### src/rtl/agp_seq_pkg.sv
package agp_seq_pkg;
  localparam int NCLS = 6;
  localparam int NQ   = 5;

  // class index order is the priority order, lowest index wins
  localparam int CL_HPRD = 0;
  localparam int CL_HPWR = 1;
  localparam int CL_LPRD = 2;
  localparam int CL_LPWR = 3;
  localparam int CL_FW   = 4;
  localparam int CL_NEW  = 5;

  localparam logic [2:0] ST_LPRD = 3'b000;
  localparam logic [2:0] ST_HPRD = 3'b001;
  localparam logic [2:0] ST_LPWR = 3'b010;
  localparam logic [2:0] ST_HPWR = 3'b011;
  localparam logic [2:0] ST_PARK = 3'b111;

  function automatic logic [2:0] status_of(input int idx);
    case (idx)
      CL_HPRD: status_of = ST_HPRD;
      CL_HPWR: status_of = ST_HPWR;
      CL_LPRD: status_of = ST_LPRD;
      CL_LPWR: status_of = ST_LPWR;
      default: status_of = ST_PARK;
    endcase
  endfunction

  function automatic logic [2:0] code_from_pick(input logic [NCLS-1:0] oh);
    logic [2:0] c;
    c = ST_PARK;
    for (int i = 0; i < NCLS; i++)
      if (oh[i]) c = status_of(i);
    return c;
  endfunction
endpackage

### src/rtl/agp_seq_elig.sv
module agp_seq_elig
  import agp_seq_pkg::*;
#(
  parameter int CW = 6
) (
  input  logic [NQ-1:0][CW-1:0] cnt,
  input  logic                  req_new,
  input  logic                  mode3,
  input  logic                  rbf,
  input  logic                  wbf,
  output logic [NCLS-1:0]       elig
);
  logic [NQ-1:0] nz;
  logic [NQ-1:0] allow;

  always_comb begin
    allow          = '1;
    allow[CL_HPRD] = !mode3;
    allow[CL_HPWR] = !mode3;
    allow[CL_LPRD] = !rbf;
    allow[CL_FW]   = !wbf;
  end

  for (genvar g = 0; g < NQ; g++) begin : g_q
    assign nz[g]   = |cnt[g];
    assign elig[g] = nz[g] & allow[g];
  end
  assign elig[CL_NEW] = req_new;
endmodule

### src/rtl/agp_seq_pick.sv
module agp_seq_pick #(
  parameter int N = 6
) (
  input  logic [N-1:0] req,
  output logic [N-1:0] oh
);
  logic [N:0] above;
  assign above[0] = 1'b0;
  for (genvar g = 0; g < N; g++) begin : g_p
    assign oh[g]      = req[g] & ~above[g];
    assign above[g+1] = above[g] | req[g];
  end
endmodule

### src/rtl/agp_seq_timer.sv
module agp_seq_timer #(
  parameter int HOLD = 4,
  localparam int TW  = $clog2(HOLD + 1)
) (
  input  logic clk,
  input  logic rst_n,
  input  logic load,
  output logic busy,
  output logic last
);
  logic [TW-1:0] cnt;

  always_ff @(posedge clk) begin
    if (!rst_n) begin
      busy <= 1'b0;
      cnt  <= '0;
    end else if (load) begin
      busy <= 1'b1;
      cnt  <= TW'(HOLD - 1);
    end else if (busy) begin
      if (cnt == '0) busy <= 1'b0;
      else           cnt  <= cnt - 1'b1;
    end
  end

  assign last = busy && (cnt == '0);
endmodule

### src/rtl/agp_status_seq.sv
module agp_status_seq
  import agp_seq_pkg::*;
#(
  parameter int QDEPTH    = 32,
  parameter int HOLD_CLKS = 4,
  localparam int CW       = $clog2(QDEPTH + 1)
) (
  input  logic          clk,
  input  logic          rst_n,
  input  logic          mode3,
  input  logic          req_new,
  input  logic          rbf,
  input  logic          wbf,
  input  logic [CW-1:0] hprd_cnt,
  input  logic [CW-1:0] hpwr_cnt,
  input  logic [CW-1:0] lprd_cnt,
  input  logic [CW-1:0] lpwr_cnt,
  input  logic [CW-1:0] fw_cnt,
  output logic          gnt,
  output logic [2:0]    status,
  output logic          fw_drive,
  output logic [4:0]    take
);
  logic [NQ-1:0][CW-1:0] cnt_v;
  logic [NCLS-1:0]       elig;
  logic [NCLS-1:0]       pick;
  logic                  busy;
  logic                  last;
  logic                  decide_w;
  logic                  start_w;

  assign cnt_v[CL_HPRD] = hprd_cnt;
  assign cnt_v[CL_HPWR] = hpwr_cnt;
  assign cnt_v[CL_LPRD] = lprd_cnt;
  assign cnt_v[CL_LPWR] = lpwr_cnt;
  assign cnt_v[CL_FW]   = fw_cnt;

  agp_seq_elig #(.CW(CW)) u_elig (
    .cnt(cnt_v), .req_new(req_new), .mode3(mode3),
    .rbf(rbf), .wbf(wbf), .elig(elig)
  );

  agp_seq_pick #(.N(NCLS)) u_pick (.req(elig), .oh(pick));

  // flow-control inputs matter only here, in the cycle before a window opens
  assign decide_w = !busy;
  assign start_w  = decide_w && (|pick);

  agp_seq_timer #(.HOLD(HOLD_CLKS)) u_tmr (
    .clk(clk), .rst_n(rst_n), .load(start_w), .busy(busy), .last(last)
  );

  always_ff @(posedge clk) begin
    if (!rst_n) begin
      gnt      <= 1'b0;
      fw_drive <= 1'b0;
      status   <= ST_PARK;
      take     <= '0;
    end else begin
      take <= start_w ? pick[NQ-1:0] : '0;
      if (start_w) begin
        if (pick[CL_FW]) begin
          fw_drive <= 1'b1;
          status   <= ST_PARK;
        end else begin
          gnt      <= 1'b1;
          status   <= code_from_pick(pick);
        end
      end else if (last) begin
        gnt      <= 1'b0;
        fw_drive <= 1'b0;
        status   <= ST_PARK;
      end
    end
  end
endmodule

### config.mk
export PLATFORM = sky130hd
export DESIGN_NAME = agp_status_seq
export DESIGN_NICKNAME = d
export VERILOG_FILES = /design/src/rtl/agp_seq_pkg.sv /design/src/rtl/agp_seq_elig.sv /design/src/rtl/agp_seq_pick.sv /design/src/rtl/agp_seq_timer.sv /design/src/rtl/agp_status_seq.sv
export SDC_FILE = /design/constraint.sdc
export NUM_CORES = 1
export LEC_CHECK = 0
export ABC_AREA = 0
export BUFFER_PORTS_ARGS = -buffer_cell sky130_fd_sc_hd__buf_2
export CORE_MARGIN = 1
export CORE_UTILIZATION = 29
export DETAILED_ROUTE_END_ITERATION = 12
export HOLD_SLACK_MARGIN = 0.03
export SLEW_MARGIN = 20
export SYNTH_ARGS = -nofsm -noshare
export SYNTH_HDL_FRONTEND = slang
export SYNTH_SLANG_ARGS = --single-unit
### constraint.sdc
create_clock -name clk -period 4 [get_ports clk]
set_clock_uncertainty 0.15 [all_clocks]
set_input_delay 0.4 -clock clk [delete_from_list [all_inputs] [get_ports clk]]
set_output_delay 0.4 -clock clk [all_outputs]
set_load 0.02 [all_outputs]
==> flow_summary.toml, run 1 <==
[clock_network]
clk_transition_reported_paths_ps = 80
cts_buffers = 3
cts_resized = 0
cts_sinks = 14
cts-hold-fix-buffers = 0
post_cts.repair.setup_buffers = 0
cts-htree-levels = 1
clock_path_buffers = 2
cts_root_buf = "clkbuf_4"
worstSkewPairLatency_ps = 270
tritoncts = "yes"

[run_status]
status = "finished, final reports clean"

[global_routing]
met1_usage = 0.143
grt.overflow.total = 0
met3_usage = 0.0455
use_met2 = 0.247
grt_usage = 0.138
busiest_layer = "met2"
grt_max_degree = 11
grt_pass1_vias = 700
grt_pass1_wl_mm = 2.63
antenna_found_initial = 0

[route]
ant_nets = 0
via_count = 731
wl_per_cell_um = 10.2
drt_iter0_markers = 2
routed_wl_mm = 1.56
first_pass_iters = 3
drc = 0
vias_per_cell = 4.78

[logic_synthesis]
synthArstFlopShare = 0
syn-num-nets = 115
synth_common_cells = "14 x dfxtp_1, 11 x nor2_1, 6 x nand2_1, 5 x a21oi_1, 5 x inv_1"
yosys_most_used_dff = "dfxtp_1"
synth-seq-cells = 14
synthMostInstantiatedCell = "dfxtp_1"
syn_inst = 77
synth_warnings = 0
synth_cell_types = 30
synth_area_leaders = "dfxtp_1 41%, nor2_1 6.0%, a21oi_1 3.6%"
synth_edf_count = 0
syn_area_um2 = 689
yosysTopAreaCellShare = 0.407
synth_largest_area_cell = "dfxtp_1"
synth.avg_cell_area_um2 = 8.95
ys_seq_area_frac = 0.407

[hold_path]
hp-class = "input pin to register"

[power]
power_leakage_nw = 0.486
total_power_mw = 0.325
powerDensity_nw_per_um2 = 331
vdd_drop_max_uv = 208

[critical_path]
required_ps = 4020
cp_data_arrival_time_ps = 1690
critPathCaptureType = "register"
cp_cell_sequence = "buf_2 -> nor4_4 -> a41oi_2 -> nor3_4 -> a21boi_2 -> o211a_1"
critPathSlowestCell = "nor3_4"
crit_path_max_incr_delay_ps = 350
cp_max_fo = 7
crit_path_start_kind = "input pin"
critPathKind = "input pin to register"

[die]
dieHeight_um = 50.8
row_count = 17
die_x_um = 50.8
die_area_um2 = 2580
core-area_um2 = 2230
start_util = 0.309
io_pins = 46

[sta]
tightest_slew_ps = 407
tns_ps = 0
slew_headroom = 0.727
rsz0062_at_grt = "no"
clock.fmax_ghz = 0.598
setup_viol = 0
fin_crit_ps = 1670
slew_viol_final = 0
finalHoldViolations = 0
min_period_over_period = 0.418

[cells_and_area]
drive_gt1_frac = 0.440
area_growth_syn_to_layout_pct = 42.5
final_area_um2 = 982
diodes = 0
nets = 164

[placement]
finalWeightedCongestion = 0.750
place_area_um2 = 946
port_buffers = 45
dp_hpwl_mm = 1.32

[flow_run]
max_cap_viol_count = 0
==> state kept, by name (all words and copies together) (netlist names) <==
register    count
status          3
gnt             1
take            5
u_tmr.busy      1
fw_drive        1
u_tmr.cnt       3
==> final cells by class <==
type	count	area (µm²)
clock buffers	4	36.3
flip-flops and latches	14	280
multi-input cells	57	387
inverters	5	18.8
well taps	28	35.0
repair buffers	45	225
fillers	242	1250
==> final timing paths <==
check | to | slack, ps | start | cells after the start
setup / recovery | u_tmr.cnt[0]$_SDFFE_PN0P_ | 2330 | hprd_cnt[1] | 6
hold / removal | take[1]$_SDFF_PN0_ | 190 | mode3 | 2
setup reg to reg | gnt$_SDFFE_PN0P_ | 2540 | u_tmr.busy$_SDFF_PN0_ | 3
hold reg to reg | fw_drive$_SDFFE_PN0P_ | 310 | fw_drive$_SDFFE_PN0P_ | 1
==> metrics by stage <==
stage | instances | hold slack [ps] | util | setup slack [ps]
after floorplan | 77 | 319 | - | 2260
after global placement | 149 | 281 | 0.424 | 2060
after detailed placement | 149 | 298 | 0.424 | 2030
after CTS | 153 | 181 | 0.440 | 2330
after global routing | 153 | 206 | 0.440 | 2220
final | 153 | 192 | 0.440 | 2330
==> cell families after synthesis <==
| family | after synthesis | share of synthesized area |
|---|---|---|
| and+or+nand+nor | 35 | 0.303 |
| AOI/OAI and AO/OA | 20 | 0.221 |
| buffers and inverters | 6 | 0.0327 |
| adders and majority gates | 2 | 0.0363 |
| DFF | 14 | 0.407 |
==> worst max-delay path: cells and delay by family <==
family / cells / cell delay, ps
AND/OR/NAND/NOR: 2 / 670
AO/OA/AOI/OAI: 3 / 510
buffers and inverters: 1 / 110
==> metal layers <==
metal	part of all wire	routed length [µm]
met1	0.44	688
met2	0.47	735
met3	0.075	117
met4	0.010	16
met5	0	0
==> where the power goes <==
part | switching (mW) | internal, mW
Sequential | 0.00760 | 0.150
Clock | 0.0425 | 0.0553
Combinational | 0.0370 | 0.0331
Total | 0.0872 | 0.238
==> cells in the final DEF, fill, tap and decap left out, types with 2 or more instances in the layout <==
master / instances
a211oi_1: 2
inv_1: 5
nand2b_1: 2
clkbuf_4: 3
ha_1: 2
a21oi_1: 5
nor2_1: 11
buf_2: 45
dfxtp_1: 14
o211a_1: 2
and2_1: 2
a21o_1: 2
nand2_1: 6
nand3_1: 3
nor4_1: 4
Note: power is estimated with default switching activity, not from simulation.
==> inputs of run 2 (changes only) <==
Settings changed: ABC_AREA 0 to 1.
Clock period 4 ns to 1.7 ns, I/O delays scaled along.
==> flow_summary.toml, run 2 <==
[clock_network]
cts_root_buf = "clkbuf_4"
worstSkewPairLatency_ps = 280
tritoncts = "yes"
cts_buffers = 3
clock_path_buffers = 2
clk_transition_reported_paths_ps = 80
cts-htree-levels = 1
post_cts.repair.setup_buffers = 0
cts_sinks = 14

[sta]
fin_hold_ws_ps = 47.7
slew_viol_final = 0
tightest_slew_ps = 231
clock.fmax_ghz = 0.754
setup_slack_ps = 373
setup_viol = 0
fin_crit_ps = 1330
tns_ps = 0
rsz0062_at_grt = "no"
finalHoldViolations = 0
slew_headroom = 0.846
min_period_over_period = 0.781

[power]
switching_share = 0.289
power_frac_comb = 0.249
powerDensity_nw_per_um2 = 739
switchingPower_mw = 0.230
total_power_mw = 0.794
power_leakage_nw = 0.610
clockPowerShare = 0.294
power.internal_mw = 0.565
vdd_drop_max_uv = 506
share_seq_of_total_power = 0.457

[placement]
finalWeightedCongestion = 0.811
place_ws_ps = 224
dp_hpwl_mm = 1.42
port_buffers = 45

[logic_synthesis]
synth.avg_cell_area_um2 = 7.16
yosysTopAreaCellShare = 0.366
synth_warnings = 0
yosys_most_used_dff = "dfxtp_1"
synth_edf_count = 0
syn_inst = 107
synth_common_cells = "21 x nand2_1, 18 x nor2_1, 16 x inv_1, 16 x nand3_1, 14 x dfxtp_1"
ys_seq_area_frac = 0.366
synth_largest_area_cell = "dfxtp_1"
synth-seq-cells = 14
synthArstFlopShare = 0
syn_area_um2 = 766
syn-num-nets = 145
synth_cell_types = 17
synthMostInstantiatedCell = "nand2_1"
synth_area_leaders = "dfxtp_1 37%, nand3_1 10%, nand2_1 10%"

[die]
dieHeight_um = 53.4
row_count = 18
io_pins = 46
die_area_um2 = 2850
die_x_um = 53.4
start_util = 0.309
core-area_um2 = 2480

[cells_and_area]
top_regs = "take (5), status (3), u_tmr.cnt (3)"
final_cell_mix = "45 x buf_2, 21 x nand2_1, 18 x nor2_1"
diodes = 0
largest_reg_flops = 5
drive_gt1_frac = 0.395
layout_commonest_cell = "buf_2"
nets = 196
area_growth_syn_to_layout_pct = 40.4
regMostFlops = "take"

[global_routing]
grt.overflow.total = 0
antenna_found_initial = 0
grt_pass1_wl_mm = 2.74
grt_usage = 0.134
use_met2 = 0.242
grt_pass1_vias = 722
met3_usage = 0.0460
met1_usage = 0.140
busiest_layer = "met2"
grt_max_degree = 10

[critical_path]
r2r_start = "u_tmr.cnt[0]$_SDFFE_PN0P_"
critPathKind = "register to register"
required_ps = 1780
critPathCaptureType = "register"
cp_max_fo = 9
cp-startpoint = "u_tmr.cnt[0]$_SDFFE_PN0P_"
crit_path_start_kind = "register"
cp_data_arrival_time_ps = 1410

[route]
vias_per_cell = 4.41
drt_iter0_markers = 5
wl_per_cell_um = 8.91
ant_nets = 0
via_count = 824
first_pass_iters = 4
routed_wl_mm = 1.67
drc = 0

[flow_run]
max_cap_viol_count = 0

[hold_path]
hp-class = "input pin to register"
hp-start = "mode3"

[run_status]
status = "finished, final reports clean"
==> run 2: cell count changes in the layout (fill, tap and decap cells not counted), sizes merged, moves of 6 or more <==
cell   previous run  this run
nor2             11        21
nand2             6        25
nand3             3        18
inv               5        18
nor4              6         0
==> run 2: metrics by stage <==
stage | cell area [µm²] | instances | utilization
3_3_place_gp | 1030 | 182 | 0.415
2_1_floorplan | 766 | 107 | -
6_report | 1070 | 187 | 0.434
5_1_grt | 1070 | 187 | 0.434
4_1_cts | 1070 | 187 | 0.434
3_5_place_dp | 1030 | 182 | 0.415
==> run 2: metal layers <==
metal	vias to the layer above	wire, µm
met5	-	0
met4	0	32
met3	5	116
met2	26	820
met1	351	698
li1	442	-
==> run 2: path summary, 6_finish.rpt <==
check	end	slack (ps)	cells past startpoint
hold / removal	take[1]$_SDFF_PN0_	50	4
hold reg to reg	gnt$_SDFFE_PN0P_	320	2
setup / recovery	u_tmr.cnt[1]$_SDFFE_PN0P_	370	6
setup reg to reg	u_tmr.cnt[1]$_SDFFE_PN0P_	370	6
==> run 2: layout make-up <==
cell class	instances	area, µm²
clock buffers	4	36.3
fillers	273	1400
inverters	18	67.6
multi-input cells	75	418
flip-flops and latches	14	280
well taps	30	37.5
repair buffers	46	235
==> run 2: worst max-delay path: stages, from the launching register on <==
cell and delay (ps):
dfxtp_1 310, inv_1 90, ha_1 190, nand3_2 220, a31oi_1 200, nand2_1 70, inv_1 40
==> run 2: cells by family after synthesis <==
group,Yosys count,synth area share
AO/OA/AOI/OAI,6,0.0425
AND/OR/NAND/NOR,67,0.471
adder cells (fa/ha/maj),2,0.0327
buffers and inverters,18,0.0882
flip-flops,14,0.366
==> run 2: timing repair <==
action | 4_1_cts | 5_1_grt
hold endpoints to repair | 3 | 0
resized for setup | 0 | 0
hold buffers | 1 | 0
==> run 2: power groups by stage <==
stage,Clock [mW],Sequential (mW),Combinational [mW]
floorplan,0,0.388,0.105
global placement,0,0.371,0.193
detailed placement,0,0.371,0.197
CTS,0.246,0.364,0.199
global route,0.263,0.366,0.223
finish,0.234,0.363,0.197
==> inputs of run 3 (changes only) <==
Clock period 1.7 ns to 1.1 ns, I/O delays scaled along.
==> flow_summary.toml, run 3 (synthesis results as in run 2) <==
[hold_path]
min_to = "take[1]$_SDFF_PN0_"
hp-class = "input pin to register"
hold_path_depth = 5
hp-start = "mode3"

[clock_network]
tritoncts = "yes"
cts_buffers = 3
cts_root_buf = "clkbuf_4"
worstSkewPairLatency_ps = 280
clock_path_buffers = 2
cts-htree-levels = 1
clk_transition_reported_paths_ps = 80
cts_sinks = 14

[critical_path]
r2r_start = "u_tmr.cnt[0]$_SDFFE_PN0P_"
required_ps = 1180
critPathCaptureType = "register"
cp_data_arrival_time_ps = 1320
crit_path_start_kind = "register"
r2r_setup_slack_ps = -140
cp_max_fo = 5
critPathKind = "register to register"
reg2regPathDepth = 6
r2r_end = "u_tmr.cnt[0]$_SDFFE_PN0P_"

[sta]
min_period_over_period = 1.13
rsz0062_at_grt = "yes"
setup_slack_ps = -140
finalHoldViolations = 0
clock.fmax_ghz = 0.807
slew_headroom = 0.776
slew_viol_final = 0
setup_viol = 9
fin_crit_ps = 1240
tightest_slew_ps = 335

[route]
ant_nets = 0
drc = 0
wl_per_cell_um = 11.0
via_count = 938
drt-met1-wl_um = 934
routed-wl-met3_um = 117
routed_wl_mm = 2.27
vias_per_cell = 4.55
drt_iter0_markers = 27
first_pass_iters = 4
routed.top_layer = "met4"
wl_met2_mm = 1.19

[global_routing]
grt.overflow.total = 0
antenna_found_initial = 0
grt_pass1_vias = 874
grt_max_degree = 9
grt_pass1_wl_mm = 3.25
grt_usage = 0.160

[cells_and_area]
fin_cells = 206
area_growth_syn_to_layout_pct = 91.3
drive_gt1_frac = 0.653
top_regs = "take (5), status (3), u_tmr.cnt (3)"
diodes = 0
nets = 216
largest_reg_flops = 5
layout_commonest_cell = "buf_2"
regMostFlops = "take"
final_cell_mix = "34 x buf_2, 19 x buf_4, 15 x nand2_1"

[die]
die_x_um = 53.4
io_pins = 46
core-area_um2 = 2480
dieHeight_um = 53.4
die_area_um2 = 2850
row_count = 18
start_util = 0.309

[power]
powerDensity_nw_per_um2 = 960
power_leakage_nw = 0.735
vdd_drop_max_uv = 838

[placement]
place_ws_ps = -309
finalWeightedCongestion = 0.684
dpl.cell_count = 194
port_buffers = 45
dp_hpwl_mm = 1.52

[run_status]
violations = "negative setup slack"
status = "complete, but fails checks"

[flow_run]
max_cap_viol_count = 0
==> run 3: final cells by class <==
type / count / area (µm²)
clock buffer: 3 / 22.5
fill: 241 / 1010
tap: 30 / 37.5
inverter: 18 / 75.1
sequential: 14 / 284
timing repair buffer: 65 / 447
multi-input combinational: 76 / 599
==> run 3: worst max-delay path, cell delays in order, from the launching register on <==
cell and delay [ps]:
dfxtp_2 340, inv_4 80, ha_4 160, nand3_4 130, a31oi_4 170, nand2_1 90, inv_1 70
==> run 3: report_power, final <==
part,leakage [nW],internal [mW],switching (mW)
clock network,0.0138,0.127,0.157
registers,0.116,0.547,0.0232
logic,0.605,0.271,0.282
==> run 3: metrics by stage <==
step                TNS [ps]  hold slack, ps  utilization  power [mW]  cell area, µm²
global placement       -3060             203        0.471       0.936            1170
CTS                     -257            37.8        0.533        1.30            1320
detailed placement     -3770             201        0.471       0.946            1170
global route           -1150             110        0.591        1.49            1470
floorplan               -705            31.8            -       0.776             813
finish                  -606             120        0.591        1.41            1470
==> run 3: metal layers <==
layer / global-route usage / up-vias
met4: 0.0526 / 0
met1: 0.174 / 426
met3: 0.0431 / 4
met2: 0.292 / 31
li1: - / 477
met5: 0 / -
==> run 3: how the worst max path moves through the flow <==
stage | start | endpoint | slack (ps)
CTS | u_tmr.cnt[0]$_SDFFE_PN0P_ | u_tmr.cnt[0]$_SDFFE_PN0P_ | -50
global route | u_tmr.cnt[1]$_SDFFE_PN0P_ | u_tmr.cnt[0]$_SDFFE_PN0P_ | -180
floorplan | hprd_cnt[3] | status[0]$_SDFFE_PN1P_ | -80
detailed placement | lprd_cnt[3] | status[0]$_SDFFE_PN1P_ | -310
global placement | hpwr_cnt[3] | status[0]$_SDFFE_PN1P_ | -250
finish | u_tmr.cnt[0]$_SDFFE_PN0P_ | u_tmr.cnt[0]$_SDFFE_PN0P_ | -140
==> run 3: repair_timing <==
action	in CTS	in global routing
resized for setup	19	29
buffers inserted	5	2
endpoints found under the hold margin	5	0
hold buffers	1	0
cloned	1	0
setup endpoints to repair	13	14
pin swaps	21	9
